## src/rtl/rmcell_pkg.sv

```systemverilog
package rmcell_pkg;

   localparam int unsigned RM_OCTET_W = 8;
   localparam int unsigned RM_RATE_W  = 16;
   localparam int unsigned RM_HDR_W   = 32;
   localparam int unsigned RM_CRC_W   = 10;
   localparam int unsigned RM_CELL_LEN = 53;
   localparam int unsigned RM_IDX_W   = $clog2(RM_CELL_LEN);

   localparam logic [RM_CRC_W-1:0] RM_CRC_POLY = 10'h233;

   // zero-based octet positions
   localparam int unsigned POS_HEC      = 4;
   localparam int unsigned POS_PID      = 5;
   localparam int unsigned POS_FLAGS    = 6;
   localparam int unsigned POS_ER       = 7;
   localparam int unsigned POS_CCR      = 9;
   localparam int unsigned POS_MCR      = 11;
   localparam int unsigned POS_ZERO_LO  = 13;
   localparam int unsigned POS_ZERO_HI  = 20;
   localparam int unsigned POS_FILL_LO  = 21;
   localparam int unsigned POS_FILL_HI  = 50;
   localparam int unsigned POS_CRC_HI   = 51;
   localparam int unsigned POS_CRC_LO   = 52;
   localparam int unsigned CRC_PAD_BITS = 6;

   typedef struct packed {
      logic                 dir;
      logic                 bn;
      logic                 ci;
      logic                 ni;
      logic [RM_RATE_W-1:0] er;
      logic [RM_RATE_W-1:0] ccr;
      logic [RM_RATE_W-1:0] mcr;
      logic [RM_HDR_W-1:0]  hdr;
   } rm_fields_t;

   typedef enum logic {ST_IDLE = 1'b0, ST_SEND = 1'b1} rm_state_e;

   // Serial CRC step, MSB of the data first, nbits of d consumed.
   function automatic logic [RM_CRC_W-1:0] crc10_shift(
      input logic [RM_CRC_W-1:0]   c,
      input logic [RM_OCTET_W-1:0] d,
      input int unsigned           nbits);
      logic [RM_CRC_W-1:0] r;
      logic fb;
      r = c;
      for (int i = 0; i < RM_OCTET_W; i++) begin
         if (i < int'(nbits)) begin
            fb = r[RM_CRC_W-1] ^ d[RM_OCTET_W-1-i];
            r  = {r[RM_CRC_W-2:0], 1'b0};
            if (fb) r = r ^ RM_CRC_POLY;
         end
      end
      return r;
   endfunction

endpackage

```

## src/rtl/rmcell_seq.sv

```systemverilog
module rmcell_seq
   import rmcell_pkg::*;
#(
   parameter int unsigned CELL_LEN = RM_CELL_LEN,
   localparam int unsigned IDX_W   = $clog2(CELL_LEN)
) (
   input  logic             clk,
   input  logic             rst_n,
   input  logic             start_i,
   input  logic             ready_i,
   output logic             launch_o,
   output logic             adv_o,
   output logic             valid_o,
   output logic             last_o,
   output logic [IDX_W-1:0] idx_o
);

   localparam logic [IDX_W-1:0] LAST_IDX = IDX_W'(CELL_LEN - 1);

   rm_state_e        state_q;
   logic [IDX_W-1:0] idx_q;

   assign valid_o  = (state_q == ST_SEND);
   assign launch_o = (state_q == ST_IDLE) && start_i;
   assign adv_o    = valid_o && ready_i;
   assign last_o   = valid_o && (idx_q == LAST_IDX);
   assign idx_o    = idx_q;

   always_ff @(posedge clk or negedge rst_n) begin
      if (!rst_n) begin
         state_q <= ST_IDLE;
         idx_q   <= '0;
      end else if (launch_o) begin
         state_q <= ST_SEND;
         idx_q   <= '0;
      end else if (adv_o) begin
         if (idx_q == LAST_IDX) begin
            state_q <= ST_IDLE;
            idx_q   <= '0;
         end else begin
            idx_q <= idx_q + 1'b1;
         end
      end
   end

endmodule

```

## src/rtl/rmcell_crc.sv

```systemverilog
module rmcell_crc
   import rmcell_pkg::*;
#(
   parameter int unsigned IDX_W = RM_IDX_W
) (
   input  logic                  clk,
   input  logic                  rst_n,
   input  logic                  clear_i,
   input  logic                  adv_i,
   input  logic [IDX_W-1:0]      idx_i,
   input  logic [RM_OCTET_W-1:0] octet_i,
   output logic [RM_CRC_W-1:0]   crc_o,
   output logic [RM_CRC_W-1:0]   crc_padded_o
);

   localparam logic [IDX_W-1:0] COV_LO = IDX_W'(POS_PID);
   localparam logic [IDX_W-1:0] COV_HI = IDX_W'(POS_FILL_HI);
   localparam logic [IDX_W-1:0] PAD_AT = IDX_W'(POS_CRC_HI);

   logic [RM_CRC_W-1:0] crc_q;
   logic                covered;

   assign covered      = (idx_i >= COV_LO) && (idx_i <= COV_HI);
   assign crc_padded_o = crc10_shift(crc_q, '0, CRC_PAD_BITS);
   assign crc_o        = crc_q;

   always_ff @(posedge clk or negedge rst_n) begin
      if (!rst_n) begin
         crc_q <= '0;
      end else if (clear_i) begin
         crc_q <= '0;
      end else if (adv_i) begin
         if (covered)
            crc_q <= crc10_shift(crc_q, octet_i, RM_OCTET_W);
         else if (idx_i == PAD_AT)
            crc_q <= crc_padded_o;
      end
   end

endmodule

```

## src/rtl/rmcell_octet_map.sv

```systemverilog
module rmcell_octet_map
   import rmcell_pkg::*;
#(
   parameter int unsigned IDX_W     = RM_IDX_W,
   parameter logic [7:0]  FILL_BYTE = 8'h6A,
   parameter logic [7:0]  PROTO_ID  = 8'h01,
   parameter bit          PTI_FORCE = 1'b1,
   parameter logic [2:0]  PTI_VALUE = 3'b110
) (
   input  rm_fields_t            fields_i,
   input  logic [IDX_W-1:0]      idx_i,
   input  logic [RM_CRC_W-1:0]   crc_i,
   input  logic [RM_CRC_W-1:0]   crc_padded_i,
   output logic [RM_OCTET_W-1:0] octet_o
);

   logic [7:0] hdr_b3;
   logic [7:0] flag_b;
   int unsigned pos;

   generate
      if (PTI_FORCE) begin : g_pti_force
         assign hdr_b3 = {fields_i.hdr[7:4], PTI_VALUE, fields_i.hdr[0]};
      end else begin : g_pti_pass
         assign hdr_b3 = fields_i.hdr[7:0];
      end
   endgenerate

   assign flag_b = {fields_i.dir, fields_i.bn, fields_i.ci, fields_i.ni, 4'b0000};
   assign pos    = 32'(idx_i);

   always_comb begin
      octet_o = 8'h00;
      if (pos == 0)
         octet_o = fields_i.hdr[31:24];
      else if (pos == 1)
         octet_o = fields_i.hdr[23:16];
      else if (pos == 2)
         octet_o = fields_i.hdr[15:8];
      else if (pos == 3)
         octet_o = hdr_b3;
      else if (pos == POS_HEC)
         octet_o = 8'h00;
      else if (pos == POS_PID)
         octet_o = PROTO_ID;
      else if (pos == POS_FLAGS)
         octet_o = flag_b;
      else if (pos == POS_ER)
         octet_o = fields_i.er[15:8];
      else if (pos == POS_ER + 1)
         octet_o = fields_i.er[7:0];
      else if (pos == POS_CCR)
         octet_o = fields_i.ccr[15:8];
      else if (pos == POS_CCR + 1)
         octet_o = fields_i.ccr[7:0];
      else if (pos == POS_MCR)
         octet_o = fields_i.mcr[15:8];
      else if (pos == POS_MCR + 1)
         octet_o = fields_i.mcr[7:0];
      else if (pos >= POS_ZERO_LO && pos <= POS_ZERO_HI)
         octet_o = 8'h00;
      else if (pos >= POS_FILL_LO && pos <= POS_FILL_HI)
         octet_o = FILL_BYTE;
      else if (pos == POS_CRC_HI)
         octet_o = {6'b000000, crc_padded_i[9:8]};
      else if (pos == POS_CRC_LO)
         octet_o = crc_i[7:0];
   end

endmodule

```

## src/rtl/rmcell_builder.sv

```systemverilog
module rmcell_builder
   import rmcell_pkg::*;
#(
   parameter int unsigned CELL_LEN  = 53,
   parameter int unsigned RATE_W    = 16,
   parameter int unsigned HDR_W     = 32,
   parameter logic [7:0]  FILL_BYTE = 8'h6A,
   parameter logic [7:0]  PROTO_ID  = 8'h01,
   parameter bit          PTI_FORCE = 1'b1,
   parameter logic [2:0]  PTI_VALUE = 3'b110
) (
   input  logic        clk,
   input  logic        rst_n,
   input  logic        start_i,
   input  logic        dir_i,
   input  logic        bn_i,
   input  logic        ci_i,
   input  logic        ni_i,
   input  logic [15:0] er_i,
   input  logic [15:0] ccr_i,
   input  logic [15:0] mcr_i,
   input  logic [31:0] hdr_i,
   input  logic        out_ready_i,
   output logic        out_valid_o,
   output logic [7:0]  out_data_o,
   output logic        done_o
);

   localparam int unsigned IDX_W = $clog2(CELL_LEN);

   generate
      if (CELL_LEN != RM_CELL_LEN) begin : g_bad_len
         $error("rmcell_builder: CELL_LEN must equal the fixed octet map length");
      end
      if (RATE_W != RM_RATE_W) begin : g_bad_rate
         $error("rmcell_builder: RATE_W must be 16");
      end
      if (HDR_W != RM_HDR_W) begin : g_bad_hdr
         $error("rmcell_builder: HDR_W must be 32");
      end
   endgenerate

   logic             launch;
   logic             adv;
   logic [IDX_W-1:0] idx;
   logic [9:0]       crc;
   logic [9:0]       crc_padded;
   rm_fields_t       fields_q;

   always_ff @(posedge clk or negedge rst_n) begin
      if (!rst_n) begin
         fields_q <= '0;
      end else if (launch) begin
         fields_q.dir <= dir_i;
         fields_q.bn  <= bn_i;
         fields_q.ci  <= ci_i;
         fields_q.ni  <= ni_i;
         fields_q.er  <= er_i;
         fields_q.ccr <= ccr_i;
         fields_q.mcr <= mcr_i;
         fields_q.hdr <= hdr_i;
      end
   end

   rmcell_seq #(.CELL_LEN(CELL_LEN)) seq_i (
      .clk      (clk),
      .rst_n    (rst_n),
      .start_i  (start_i),
      .ready_i  (out_ready_i),
      .launch_o (launch),
      .adv_o    (adv),
      .valid_o  (out_valid_o),
      .last_o   (done_o),
      .idx_o    (idx)
   );

   rmcell_octet_map #(
      .IDX_W     (IDX_W),
      .FILL_BYTE (FILL_BYTE),
      .PROTO_ID  (PROTO_ID),
      .PTI_FORCE (PTI_FORCE),
      .PTI_VALUE (PTI_VALUE)
   ) map_i (
      .fields_i     (fields_q),
      .idx_i        (idx),
      .crc_i        (crc),
      .crc_padded_i (crc_padded),
      .octet_o      (out_data_o)
   );

   rmcell_crc #(.IDX_W(IDX_W)) crc_i (
      .clk          (clk),
      .rst_n        (rst_n),
      .clear_i      (launch),
      .adv_i        (adv),
      .idx_i        (idx),
      .octet_i      (out_data_o),
      .crc_o        (crc),
      .crc_padded_o (crc_padded)
   );

endmodule

```

## config.mk

```make
export PLATFORM = sky130hd
export DESIGN_NAME = rmcell_builder
export DESIGN_NICKNAME = d
export VERILOG_FILES = /design/src/rtl/rmcell_pkg.sv /design/src/rtl/rmcell_seq.sv /design/src/rtl/rmcell_crc.sv /design/src/rtl/rmcell_octet_map.sv /design/src/rtl/rmcell_builder.sv
export SDC_FILE = /design/constraint.sdc
export NUM_CORES = 1
export LEC_CHECK = 0
export CAP_MARGIN = 20
export CORE_ASPECT_RATIO = 1.2
export CORE_MARGIN = 3
export CORE_UTILIZATION = 40
export DETAILED_ROUTE_END_ITERATION = 12
export DONT_BUFFER_PORTS = 1
export GPL_TIMING_DRIVEN = 0
export PLACE_DENSITY = 0.65
export SETUP_SLACK_MARGIN = 0.4
export SLEW_MARGIN = 15
export SYNTH_ARGS = -nofsm -noshare
export SYNTH_HDL_FRONTEND = slang
export SYNTH_SLANG_ARGS = --single-unit
export TNS_END_PERCENT = 1
```

## constraint.sdc

```tcl
create_clock -name clk -period 4.4 [get_ports clk]
set_clock_uncertainty 0.2 [all_clocks]
set_input_delay 1.32 -clock clk [delete_from_list [all_inputs] [get_ports clk]]
set_output_delay 1.32 -clock clk [all_outputs]
set_load 0.01 [all_outputs]
```

======== Word-level counts from Yosys, hierarchy flattened ========
Cells that the tools add are included.
storage, ports and cells
  logic and storage cells ................. 128
  output and inout bits ................... 10
  register bits after elaboration ......... 101
  input bits .............................. 88
cells by class
  order comparisons ....................... 6
  add/subtract/negate cells ............... 1
  eq/ne operators ......................... 14
  reduce and logical (&&, ||, !) cells .... 12
  mux-type cells .......................... 62
  bitwise operators ....................... 22
operator list
  kind                                                                    count
  10-bit two-way mux                                                      39
  8-bit two-way mux                                                       17
  5-bit inverter                                                          13
  32-bit logical NOT                                                      1
  6-bit by 4-bit == test with 1-bit output (second input constant)        5
  6-bit by 3-bit == test with 1-bit output (second input constant)        4
  6-bit two-way mux                                                       3
  6-bit by 2-bit == test with 1-bit output (second input constant)        2
  6-bit == test (second input constant)                                   2
  6-bit <= comparator (second input constant)                             2
  1-bit bitwise XOR                                                       8
  6-bit by 1-bit adder with 6-bit output (second input constant)          1
  6-bit by 1-bit == test with 1-bit output (second input constant)        1
  6-bit by 3-bit >= comparator with 1-bit output (second input constant)  1
  6-bit by 4-bit >= comparator with 1-bit output (second input constant)  1
  6-bit by 5-bit >= comparator with 1-bit output (second input constant)  1
  6-bit by 5-bit <= comparator with 1-bit output (second input constant)  1
  1-bit logical AND                                                       6
  2-bit AND reduction                                                     2
  2-bit nonzero test                                                      2
  1-bit two-way mux                                                       3
  3-bit nonzero test                                                      1
  1-bit inverter                                                          1

======== Longest topological paths before layout ========
  depth after elaboration ................. 68
  mapped depth ............................ 13
  gate-level depth less buffers ........... 11

======== By module ========
A second synthesis with hierarchy kept.
second synthesis, totals
  cell total of the unflattened synthesis .. 503
  area total of the unflattened synthesis .. 5999.5 sq um
modules (own cells, without submodules)
  module            area each (sq um)  cells each  seq. area each (sq um)  times used
  rmcell_builder    3362.0             177         2102.0                  1
  rmcell_octet_map  1234.9             187         0.0                     1
  rmcell_crc        1001.0             97          250.2                   1
  rmcell_seq        401.6              42          175.2                   1

======== Worst setup path after synthesis ========
OpenSTA, ideal clock, no wires.
  path kind ............................... flip-flop to output port
  start point ............................. register seq_i.idx_q[0] (netlist: seq_i.idx_o[0])
  end point ............................... output out_data_o[1]
  data required time ...................... 2880 ps
  stages on the path, launching flop included .. 10
  arrival time ............................ 2282 ps
  setup slack ............................. 598 ps
  buffers on the path ..................... 1
  path through ............................ dfrtp_1 -> inv_1 -> ha_1 -> clkbuf_1 -> and2_1 -> and3_1 -> a2111oi_0 -> o2111ai_1 -> a221oi_2 -> inv_1
on the way
  longest elaborated chain between the ends .. 18
  elaborated cells between the ends (all ways) .. 38
  those cells by class .................... 4 x order compare; 14 x eq/ne; 17 x mux; 3 x reduce/logical
ends and longest elaborated chain
  element                                                                                  RTL line                source
  start: declaration                                                                       rmcell_seq.sv:21        logic [IDX_W-1:0] idx_q;
  start signal: assignment                                                                 rmcell_seq.sv:41        idx_q <= idx_q + 1'b1;
  branches (longest 17 deep; another with 6-bit by 5-bit >= comparator with 1-bit output)  --
  8-bit two-way mux (*)                                                                    rmcell_octet_map.sv:34  if (pos == 0)
  end: declaration                                                                         rmcell_builder.sv:25    output logic [7:0] out_data_o,
Mark *: on every way between the ends.

======== Final worst setup path ========
  start point ............................. register seq_i.idx_q[5] (netlist: seq_i.idx_o[5])
  end point ............................... output out_data_o[5]
Same word-level chain as after synthesis.

==> impl_metrics.csv <==
group,metric,value,unit
layout,final_cell_mix,"nand2_1 (281), dfrtp_1 (94), nor2_1 (26)",
sta,slew_headroom,50.2,%
layout,final_common_cell,"nand2_1",
grt,grt_pass1_wl,29.1,mm
pwr,power,5.42,mW
synth,synth_top_area_share,42.3,%
placement,gp_congestion,0.964,
floorplanning,die_h,138,µm
synth,synth_edf_count,0,
worst_setup_path,r2r-start,"seq_i.idx_o[0]$_DFFE_PN0P_",
synth,async_reset_ff_share,100,%
layout,layout-drive-gt1-share,17.0,%
sta,fmax,241,MHz
grt,grt_overflow_total,0,
clock_network,clk_pin_slew,0.07,ns
synth,seq_area_frac_synth,42.3,%
route,route.layer.met1.wl,7.47,mm
sta,finalHoldViolCount,0,
floorplanning,start_util,41.4,%
worst_setup_path,endpoint_kind,"output port",
grt,grt_max_degree,99,
route,drt_iter0_markers,379,
route,routed-wl-met3,995,µm
floorplanning,fp.dieW,116,µm
synth,synth-main-ff-cell,"dfrtp_1",
clock_network,cts_tree,"done",
synth,synth_seq_cells,98,
layout,stdcell_area,6920,µm²
synth,syn_area,5790,µm²
route,routed_via_density,5.87,
worst_setup_path,path_max_fanout,10,
route,finalWirelength,18.3,mm
clock_network,htreeDepth,3,
clock_network,clockBufferDepth,2,
worst_setup_path,required,2.88,ns
worst_setup_path,rrSetupSlack,0.47,ns
worst_setup_path,worst-r2r-cell-count,14,
run,cap_violations,0,
floorplanning,core,14000,µm²
synth,yosysWarnings,0,
clock_network,clkSinkCount,98,
floorplanning,dieArea,16000,µm²
sta,rsz0062_at_grt,"yes",
synth,avgSynthCellArea,8.08,µm²
placement,numPortBuffers,0,
layout,fin_util,49.4,%
synth,synthTopCellsByArea,"dfrtp_1 (42%), nand2_1 (18%), xnor2_1 (2.7%)",
sta,setup_ws,0.246,ns
placement,placed_cell_area,6010,µm²
status,outcome,"completed",
sta,period_share,94.4,%
synth,synth.distinct_cells,71,
placement,dp_worst_setup_slack,-0.214,ns
synth,syn-num-nets,809,
sta,worstMarginPinSlew,0.748,ns
grt,grtUsageTotal,23.5,%
placement,hpwl,13.8,mm
clock_network,root_buffer,"clkbuf_16",
worst_setup_path,setup.worst_path.end,"out_data_o[5]",
grt,grt_pass1_vias,5494,
route,routedWlPerCell,19.9,µm
route,wl_met2,9.20,mm
layout,fin_nets,840,
sta,tns,0,ns
layout,areaGrowthSynthToFinish,19.4,%
pwr,p_leak,3.19,nW
pwr,vdd_drop_max,0.000412,V
synth,netlist_instances,717,
floorplanning,io_pins,98,
sta,setup_viol,0,
worst_setup_path,startpoint_type,"register",
floorplanning,placementRows,47,
worst_setup_path,crit_type,"reg -> out",
clock_network,ctsHoldBuffers,0,
route,drc,0,
worst_setup_path,cp.arrival,2.63,ns
worst_setup_path,rr_endpoint,"crc_i.crc_o[4]$_DFFE_PN0P_",
grt,antenna_found_initial,0,
route,dr_total_vias,5417,
worst_setup_path,critPathLaunch,"seq_i.idx_o[5]$_DFFE_PN0P_",
sta,finalCriticalPeriod,4.15,ns
route,ant_nets,0,
sta,final-max-slew-violation-count,0,
min_path,worstHoldPathType,"reg -> reg",
synth,yosysTopAreaCell,"dfrtp_1",
clock_network,numCtsBuffers,9,
pwr,p_per_area,784,nW/µm²
clock_network,clk_latency,0.35,ns
layout,antennaDiodeCount,0,
route,drt-pass1-iter-count,5,
route,top_layer_used,"met4",
## metal layers
metal  GRT usage (%)  vias up
li1                -     2499
met1            29.6     2658
met2            39.5      213
met3            3.51       47
met4            11.0        0
met5               0        -
## cell families after synthesis
family	Yosys count	synth area share (%)
DFF	98	42.3
muxes	5	0.907
and+or+nand+nor	400	29.9
xor gates and xnor gates	29	5.96
adders and majority gates	4	0.864
buffers and inverters	55	3.89
AOI/OAI and AO/OA	126	16.1
## flip-flops by register name, indices dropped and copies added (netlist names)
register / cells
seq_i.idx_o: 6
crc_i.crc_o: 10
seq_i.valid_o: 1
fields_q: 81
## where the power goes
| part | internal, mW | leakage, nW | switching [mW] |
|---|---|---|---|
| Clock | 0.556 | 0.166 | 0.346 |
| Combinational | 1.59 | 1.80 | 1.71 |
| Sequential | 1.07 | 1.22 | 0.148 |
## cell type report
class,count,area [µm²]
well taps,171,214
multi-input cells,564,3420
clock buffers,9,225
fillers,1315,7080
flip-flops and latches,98,2460
plain buffers,47,310
clock inverters,6,113
inverters,8,30.0
repair buffers,20,148
## how the worst min path moves through the flow
stage / cells after the start / endpoint / start
3_5_place_dp: 2 / fields_q[82]$_DFFE_PN0P_ / fields_q[82]$_DFFE_PN0P_
2_1_floorplan: 2 / fields_q[21]$_DFFE_PN0P_ / fields_q[21]$_DFFE_PN0P_
6_report: 2 / fields_q[64]$_DFFE_PN0P_ / fields_q[64]$_DFFE_PN0P_
4_1_cts: 2 / fields_q[80]$_DFFE_PN0P_ / fields_q[80]$_DFFE_PN0P_
3_3_place_gp: 2 / fields_q[63]$_DFFE_PN0P_ / fields_q[63]$_DFFE_PN0P_
5_1_grt: 2 / fields_q[12]$_DFFE_PN0P_ / fields_q[12]$_DFFE_PN0P_
## critical path: stages (launching register included)
cell and delay, ns:
dfrtp_2 0.44, buf_4 0.15, or3_1 0.35, buf_6 0.15, clkbuf_8 0.17, or3_4 0.37, a2111o_1 0.49, nand2_2 0.12
inv_2 0.05
## cells in the mapped netlist, types with 5 or more instances
cell and n:
xnor3_1 5, dfrtp_1 98, nor2_1 33, nor3_1 11, nand2b_1 7, or3_1 6, nand2_1 284, nor2b_1 10
a32o_1 6, inv_1 8, xnor2_1 18, and2_1 6, clkbuf_1 35, and3_1 5, nand3_1 13, a221oi_1 6
o2111ai_1 6, o31a_1 5, a21oi_1 24, o21ai_0 24, o221ai_1 5
## per-stage QoR
stage               cells  hold slack [ns]
detailed placement    889            0.268
floorplan             717            0.237
global route          923            0.308
CTS                   923            0.285
finish                923            0.283
global placement      888            0.260
## repair_timing
item	4_1_cts	5_1_grt
resized for setup	86	39
buffers inserted	19	0
endpoints found under the setup margin	13	10
pin swaps	15	9
No activity file was read; power rests on OpenSTA's default activity.
